===== src/rtl/bufwin_pkg.sv =====
package bufwin_pkg;
    localparam int PTR_W      = 16;
    localparam int BYTE_W     = 8;
    localparam int OFS_W      = 11;
    localparam int LANE_W     = 2;
    localparam int PAGE_SEL_B = 15;
    localparam int AUTO_INC_B = 14;
    localparam logic [BYTE_W-1:0] HI_RD_MASK = 8'hF7;

    typedef struct packed {
        logic [PTR_W-1:0] ptr;
    } ptr_state_t;

    typedef struct packed {
        logic             valid;
    } rd_state_t;
endpackage


===== src/rtl/bufwin_ptr_reg.sv =====
module bufwin_ptr_reg
    import bufwin_pkg::*;
(
    input  logic              clk,
    input  logic              rst_n,
    input  logic              wr_en,
    input  logic              wr_hi,
    input  logic [BYTE_W-1:0] wr_data,
    input  logic              acc_valid,
    output logic [PTR_W-1:0]  ptr_q
);
    ptr_state_t st_d, st_q;

    always_comb begin
        st_d = st_q;
        if (wr_en) begin
            // a byte write overrides any increment in the same cycle
            if (wr_hi) begin
                st_d.ptr[PTR_W-1:BYTE_W] = wr_data;
            end else begin
                st_d.ptr[BYTE_W-1:0] = wr_data;
            end
        end else if (acc_valid && st_q.ptr[AUTO_INC_B]) begin
            st_d.ptr[OFS_W-1:0] = st_q.ptr[OFS_W-1:0] + OFS_W'(1);
        end
    end

    always_ff @(posedge clk or negedge rst_n) begin
        if (!rst_n) begin
            st_q <= '0;
        end else begin
            st_q <= st_d;
        end
    end

    assign ptr_q = st_q.ptr;
endmodule


===== src/rtl/bufwin_addr_gen.sv =====
module bufwin_addr_gen
    import bufwin_pkg::*;
#(
    parameter int PAGE_W = 2
) (
    input  logic              page_sel,
    input  logic              auto_inc,
    input  logic [OFS_W-1:0]  ptr_ofs,
    input  logic [PAGE_W-1:0] rxq_head,
    input  logic [PAGE_W-1:0] pkt_num,
    input  logic              acc_valid,
    input  logic              acc_write,
    input  logic [LANE_W-1:0] acc_lane,
    input  logic [BYTE_W-1:0] acc_wdata,
    output logic              ram_en,
    output logic              ram_we,
    output logic [PAGE_W-1:0] ram_page,
    output logic [OFS_W-1:0]  ram_ofs,
    output logic [BYTE_W-1:0] ram_wdata
);
    localparam int PAD_W = OFS_W - LANE_W;

    logic [OFS_W-1:0] lane_ext;

    always_comb begin
        lane_ext  = {{PAD_W{1'b0}}, acc_lane};
        ram_en    = acc_valid;
        ram_we    = acc_valid && acc_write;
        ram_page  = page_sel ? rxq_head : pkt_num;
        ram_ofs   = auto_inc ? ptr_ofs : (ptr_ofs + lane_ext);
        ram_wdata = acc_wdata;
    end
endmodule


===== src/rtl/bufwin_rd_return.sv =====
module bufwin_rd_return
    import bufwin_pkg::*;
(
    input  logic              clk,
    input  logic              rst_n,
    input  logic              rd_strobe,
    input  logic [BYTE_W-1:0] ram_rdata,
    output logic              rd_valid,
    output logic [BYTE_W-1:0] rd_data
);
    rd_state_t st_d, st_q;

    always_comb begin
        st_d       = st_q;
        st_d.valid = rd_strobe;
    end

    always_ff @(posedge clk or negedge rst_n) begin
        if (!rst_n) begin
            st_q <= '0;
        end else begin
            st_q <= st_d;
        end
    end

    assign rd_valid = st_q.valid;
    assign rd_data  = st_q.valid ? ram_rdata : '0;
endmodule


===== src/rtl/bufwin_port.sv =====
module bufwin_port
    import bufwin_pkg::*;
#(
    parameter int PAGE_W = 2
) (
    input  logic              clk,
    input  logic              rst_n,
    input  logic              ptr_wr_en,
    input  logic              ptr_wr_hi,
    input  logic [7:0]        ptr_wr_data,
    input  logic              ptr_rd_hi,
    output logic [7:0]        ptr_rd_data,
    input  logic              acc_valid,
    input  logic              acc_write,
    input  logic [1:0]        acc_lane,
    input  logic [7:0]        acc_wdata,
    output logic              rd_valid,
    output logic [7:0]        rd_data,
    input  logic [PAGE_W-1:0] rxq_head,
    input  logic [PAGE_W-1:0] pkt_num,
    output logic              ram_en,
    output logic              ram_we,
    output logic [PAGE_W-1:0] ram_page,
    output logic [10:0]       ram_ofs,
    output logic [7:0]        ram_wdata,
    input  logic [7:0]        ram_rdata
);
    logic [PTR_W-1:0] ptr_q;

    bufwin_ptr_reg u_ptr (
        .clk       (clk),
        .rst_n     (rst_n),
        .wr_en     (ptr_wr_en),
        .wr_hi     (ptr_wr_hi),
        .wr_data   (ptr_wr_data),
        .acc_valid (acc_valid),
        .ptr_q     (ptr_q)
    );

    bufwin_addr_gen #(.PAGE_W(PAGE_W)) u_addr (
        .page_sel  (ptr_q[PAGE_SEL_B]),
        .auto_inc  (ptr_q[AUTO_INC_B]),
        .ptr_ofs   (ptr_q[OFS_W-1:0]),
        .rxq_head  (rxq_head),
        .pkt_num   (pkt_num),
        .acc_valid (acc_valid),
        .acc_write (acc_write),
        .acc_lane  (acc_lane),
        .acc_wdata (acc_wdata),
        .ram_en    (ram_en),
        .ram_we    (ram_we),
        .ram_page  (ram_page),
        .ram_ofs   (ram_ofs),
        .ram_wdata (ram_wdata)
    );

    bufwin_rd_return u_rd (
        .clk       (clk),
        .rst_n     (rst_n),
        .rd_strobe (acc_valid && !acc_write),
        .ram_rdata (ram_rdata),
        .rd_valid  (rd_valid),
        .rd_data   (rd_data)
    );

    assign ptr_rd_data = ptr_rd_hi ? (ptr_q[PTR_W-1:BYTE_W] & HI_RD_MASK)
                                   : ptr_q[BYTE_W-1:0];
endmodule


===== config.mk =====
export PLATFORM = sky130hd
export DESIGN_NAME = bufwin_port
export DESIGN_NICKNAME = d
export VERILOG_FILES = /design/src/rtl/bufwin_pkg.sv /design/src/rtl/bufwin_ptr_reg.sv /design/src/rtl/bufwin_addr_gen.sv /design/src/rtl/bufwin_rd_return.sv /design/src/rtl/bufwin_port.sv
export SDC_FILE = /design/constraint.sdc
export NUM_CORES = 1
export LEC_CHECK = 0
export ABC_CLOCK_PERIOD_IN_PS = 1800
export BUFFER_PORTS_ARGS = -buffer_cell sky130_fd_sc_hd__buf_4
export CAP_MARGIN = 10
export CORE_ASPECT_RATIO = 1.75
export CORE_MARGIN = 1
export CORE_UTILIZATION = 42
export CTS_CLUSTER_SIZE = 20
export DETAILED_ROUTE_END_ITERATION = 10
export GPL_TIMING_DRIVEN = 0
export PLACE_DENSITY = 0.82
export SYNTH_ARGS = -nofsm -noshare
export SYNTH_HDL_FRONTEND = slang
export SYNTH_HIERARCHICAL = 1
export SYNTH_SLANG_ARGS = --single-unit

===== constraint.sdc =====
create_clock -name clk -period 1.8 [get_ports clk]
set_input_delay 0.27 -clock clk [delete_from_list [all_inputs] [get_ports clk]]
set_output_delay 0.27 -clock clk [all_outputs]
set_load 0.05 [all_outputs]

-- Yosys cells after proc, flatten, opt, wreduce, memory -nomap -nowiden
Cells that the tools add are included.
- register bits: 17
- input bits: 37
- output and inout bits: 40
- logic and storage cells: 24
- $add $sub $neg: 2
- eq/ne operators: 2
- muxes and demuxes: 8
- reduce and logical (&&, ||, !) cells: 8
- operator list (operator ; number):
    $mux W11 ; 3
    $mux W8 ; 3
    $add A11 B1 Y11 const B ; 1
    $add A11 B2 Y11 ; 1
    $reduce_and A2 Y1 ; 3
    $logic_and A1 B1 Y1 ; 3
    $mux W3 ; 1
    $mux W2 ; 1
    $ne A2 B1 Y1 const B ; 1
    $ne A2 B2 Y1 const B ; 1
    $reduce_bool A2 Y1 ; 1
    $logic_not A1 Y1 ; 1

-- Depth between registers and ports, before layout
- depth after elaboration: 3
- depth in mapped cells: 6
- mapped depth without buffers: 6

-- By module
The synthesis kept the hierarchy.
- by module, submodules not included (module ; instances ; cells each ; area each (um2) ; sequential area each (um2)):
    bufwin_ptr_reg ; 1 ; 94 ; 944.7 ; 400.4
    bufwin_addr_gen ; 1 ; 46 ; 399.1 ; 0.0
    bufwin_port ; 1 ; 10 ; 131.4 ; 0.0
    bufwin_rd_return ; 1 ; 9 ; 75.1 ; 25.0

-- Least setup slack after synthesis
Ideal clock, no wire load.
- path type: reg2out
- from: reg u_ptr.st_q, in the netlist u_ptr/ptr_q[0]
- to: out ram_ofs[8]
- arrival time: 2.205 ns
- required time: 1.530 ns
- path slack: -0.675 ns
- stages on the path, launching flop included: 7
- path buffers: 0
- path through: dfrtp_1 ha_1 inv_1 fa_1 nor2_4 nand4_1 xnor2_1
- longest elaborated chain between the ends: 2
- ends and longest elaborated chain (element ; RTL line ; source):
    from (decl) ; bufwin_ptr_reg.sv:12 ; ptr_state_t st_d, st_q;
    from (signal assigned) ; bufwin_ptr_reg.sv:32 ; st_q <= st_d;
    $add A11 B2 Y11 ; bufwin_addr_gen.sv:30 ; ram_ofs = auto_inc ? ptr_ofs : (ptr_ofs + lane_ext);
    $mux W11 ; bufwin_addr_gen.sv:30 ;
    to (decl) ; bufwin_port.sv:24 ; output logic [10:0] ram_ofs,
No other way between the ends.

-- Final worst setup path
Same ends and word-level chain as after synthesis.

==> results.toml <==
[yosys]
post_synth_instance_area_um2 = 1510
syn_nets = 198
synth_area_per_cell_um2 = 9.64
ys.warnings.count = 6
postSynthCellCount = 157

[clock_tree]
cts_buffers = 3
tritoncts = "done"
clock_latency_ns = 0.25
cts_num_sinks = 16
h-tree-depth = 1
clk_transition_reported_paths_ns = 0.06
cts_max_path_buffers = 2
cts_root_buffer = "clkbuf_8"

[timing]
fin_crit_sh_pct = 122
finClkSkew_ns = 0.00273
min_period_ns = 2.20
grt_setup_unrepaired = "yes"
worst_slew_pin_slew_ns = 0.470
slew_violations = 0
finalSetupViolCount = 11
layout_setup_ws_ns = -0.401
max-slew-margin-rel_pct = 68.7
holdWs_ns = 0.166
hold_viol = 0
fmax_mhz = 454

[detailed_routing]
drtAntennaViolNets = 0
wl_per_cell_um = 15.8
wl_um = 4560
drcViolationCount = 0
drtIter0Drc = 99
vias = 1639
dr.pass1.iters = 4
routed_via_density = 5.69

[floorplan]
die_w_um = 47.4
die_h_um = 81.4
core_area_um2 = 3400
ios = 77
die_area_um2 = 3860
fp-row-count = 28
start_util_pct = 44.6

[placed_design]
io_buffer_count = 66
post-dp-hpwl_um = 3270
dp_worst_setup_slack_ns = -0.473
finalWeightedCongestion = 0.946
placed_cells = 268
place_area_um2 = 2240

[power_and_ir_drop]
p_leak_nw = 1.14
p_seq_share_pct = 23.3
pwr-share-clk_pct = 11.2
switching_share_pct = 48.1
p_int_mw = 1.27
p_switching_mw = 1.17
powerDensity_nw_per_um2 = 975
ir_worst_vdd_mv = 0.598
combPwrFrac_pct = 65.5

[worst_setup_path]
r2r_setup_slack_ns = -0.02
worstPathRequired_ns = 1.53
cp-end-kind = "output pin"
r2r-end = "u_ptr/ptr_q[10]"
cp_max_fo = 4
worstReg2RegStart = "u_ptr/ptr_q[1]"
crit_chain = "ha_4 -> inv_2 -> fa_2 -> nor2_4 -> nand4_1 -> xnor2_4 -> buf_6"
critPathArrivalTime_ns = 1.93
worst-path-buf-inv = 2
cpPeakStageDelay_ns = 0.38
critPathTopFamily = "adder cells"
path_class = "reg -> out"
critPathSlowestCell = "dfrtp_2"
reg2reg_depth = 6
start_kind = "register"

[global_routing]
first_global_vias = 1557
antenna_found_initial = 0
grt_pass1_wl_um = 7150
grt_usage_pct = 25.6
grt_max_degree = 17
overflow = 0

[cells_and_area]
most-common-layout-cells = "buf_4, and2_1, buf_6"
num-nets-final = 286
syn_to_final_growth_pct = 65.2
num_antenna_cells = 0
nFillCells = 261
fin_util_pct = 73.6
drive_gt1_share_pct = 61.3
fin_area_um2 = 2500
fin_cells = 288
final_common_cell = "buf_4"

[worst_hold_path]
worstHoldStart = "acc_write"
min_to = "u_rd/rd_valid"
worstHoldPathType = "in -> reg"
hold_path_depth = 2

[run_status]
status = "finished, violations left"
violations = "negative setup slack"

[job]
maxCapViolCount = 0
layout make-up:
cell class	count	area, um^2	share of cell area (%)
multi-input combinational	121	1200	48.1
tap	45	56.3	2.25
buffer	15	109	4.35
inverter	5	18.8	0.750
sequential	16	413	16.5
clock buffer	3	41.3	1.65
timing repair buffer	83	659	26.4
sequential cells by signal, summed over array words and instances, names as in the netlist:
signal / cells
u_ptr/ptr_q: 15
u_rd/rd_valid: 1
repair_timing:
| action | CTS | global route |
|---|---|---|
| cloned | 0 | 0 |
| setup endpoints to repair | 10 | 11 |
| buffers inserted | 5 | 11 |
| hold endpoints to repair | 16 | 0 |
| hold buffers | 1 | 0 |
| pin swaps | 7 | 7 |
| gates resized for setup | 22 | 3 |
how the worst max path moves through the flow:
stage,start,endpoint,slack (ns),cells after the start
final,u_ptr/ptr_q[0],ram_ofs[8],-0.40,7
after detailed placement,u_ptr/ptr_q[0],ram_ofs[10],-0.47,7
after CTS,u_ptr/ptr_q[0],ram_ofs[10],-0.38,7
after global routing,u_ptr/ptr_q[0],ram_ofs[8],-0.46,7
after global placement,u_ptr/ptr_q[0],ram_ofs[10],-0.44,7
after floorplan,u_ptr/ptr_q[0],ram_ofs[10],-0.32,6
metal layers:
layer | vias up | GRT usage [%] | part of all wire (%)
met4 | 0 | 11.7 | 3.5
met3 | 20 | 2.20 | 5.9
met5 | - | 0 | 0
li1 | 747 | - | -
met2 | 94 | 47.0 | 58
met1 | 778 | 27.6 | 33
stage by stage:
step | TNS [ns] | power (mW)
final | -2.65 | 2.44
after CTS | -2.70 | 2.31
after floorplan | -1.63 | 1.57
after global placement | -1.89 | 1.92
after global routing | -3.28 | 2.55
after detailed placement | -2.13 | 1.94
worst reg2reg max path: stages (launching register included):
cell,delay (ns)
dfrtp_2,0.43
buf_4,0.14
buf_4,0.14
ha_1,0.24
and4_1,0.25
and4_1,0.19
a221o_1,0.32
power by group through the flow:
stage / logic (mW) / registers [mW] / clock network [mW]
finish: 1.60 / 0.568 / 0.274
global route: 1.67 / 0.584 / 0.292
CTS: 1.42 / 0.617 / 0.276
detailed placement: 1.32 / 0.620 / 0
global placement: 1.30 / 0.617 / 0
floorplan: 1.00 / 0.569 / 0
Note: power is estimated with default switching activity, not from simulation.
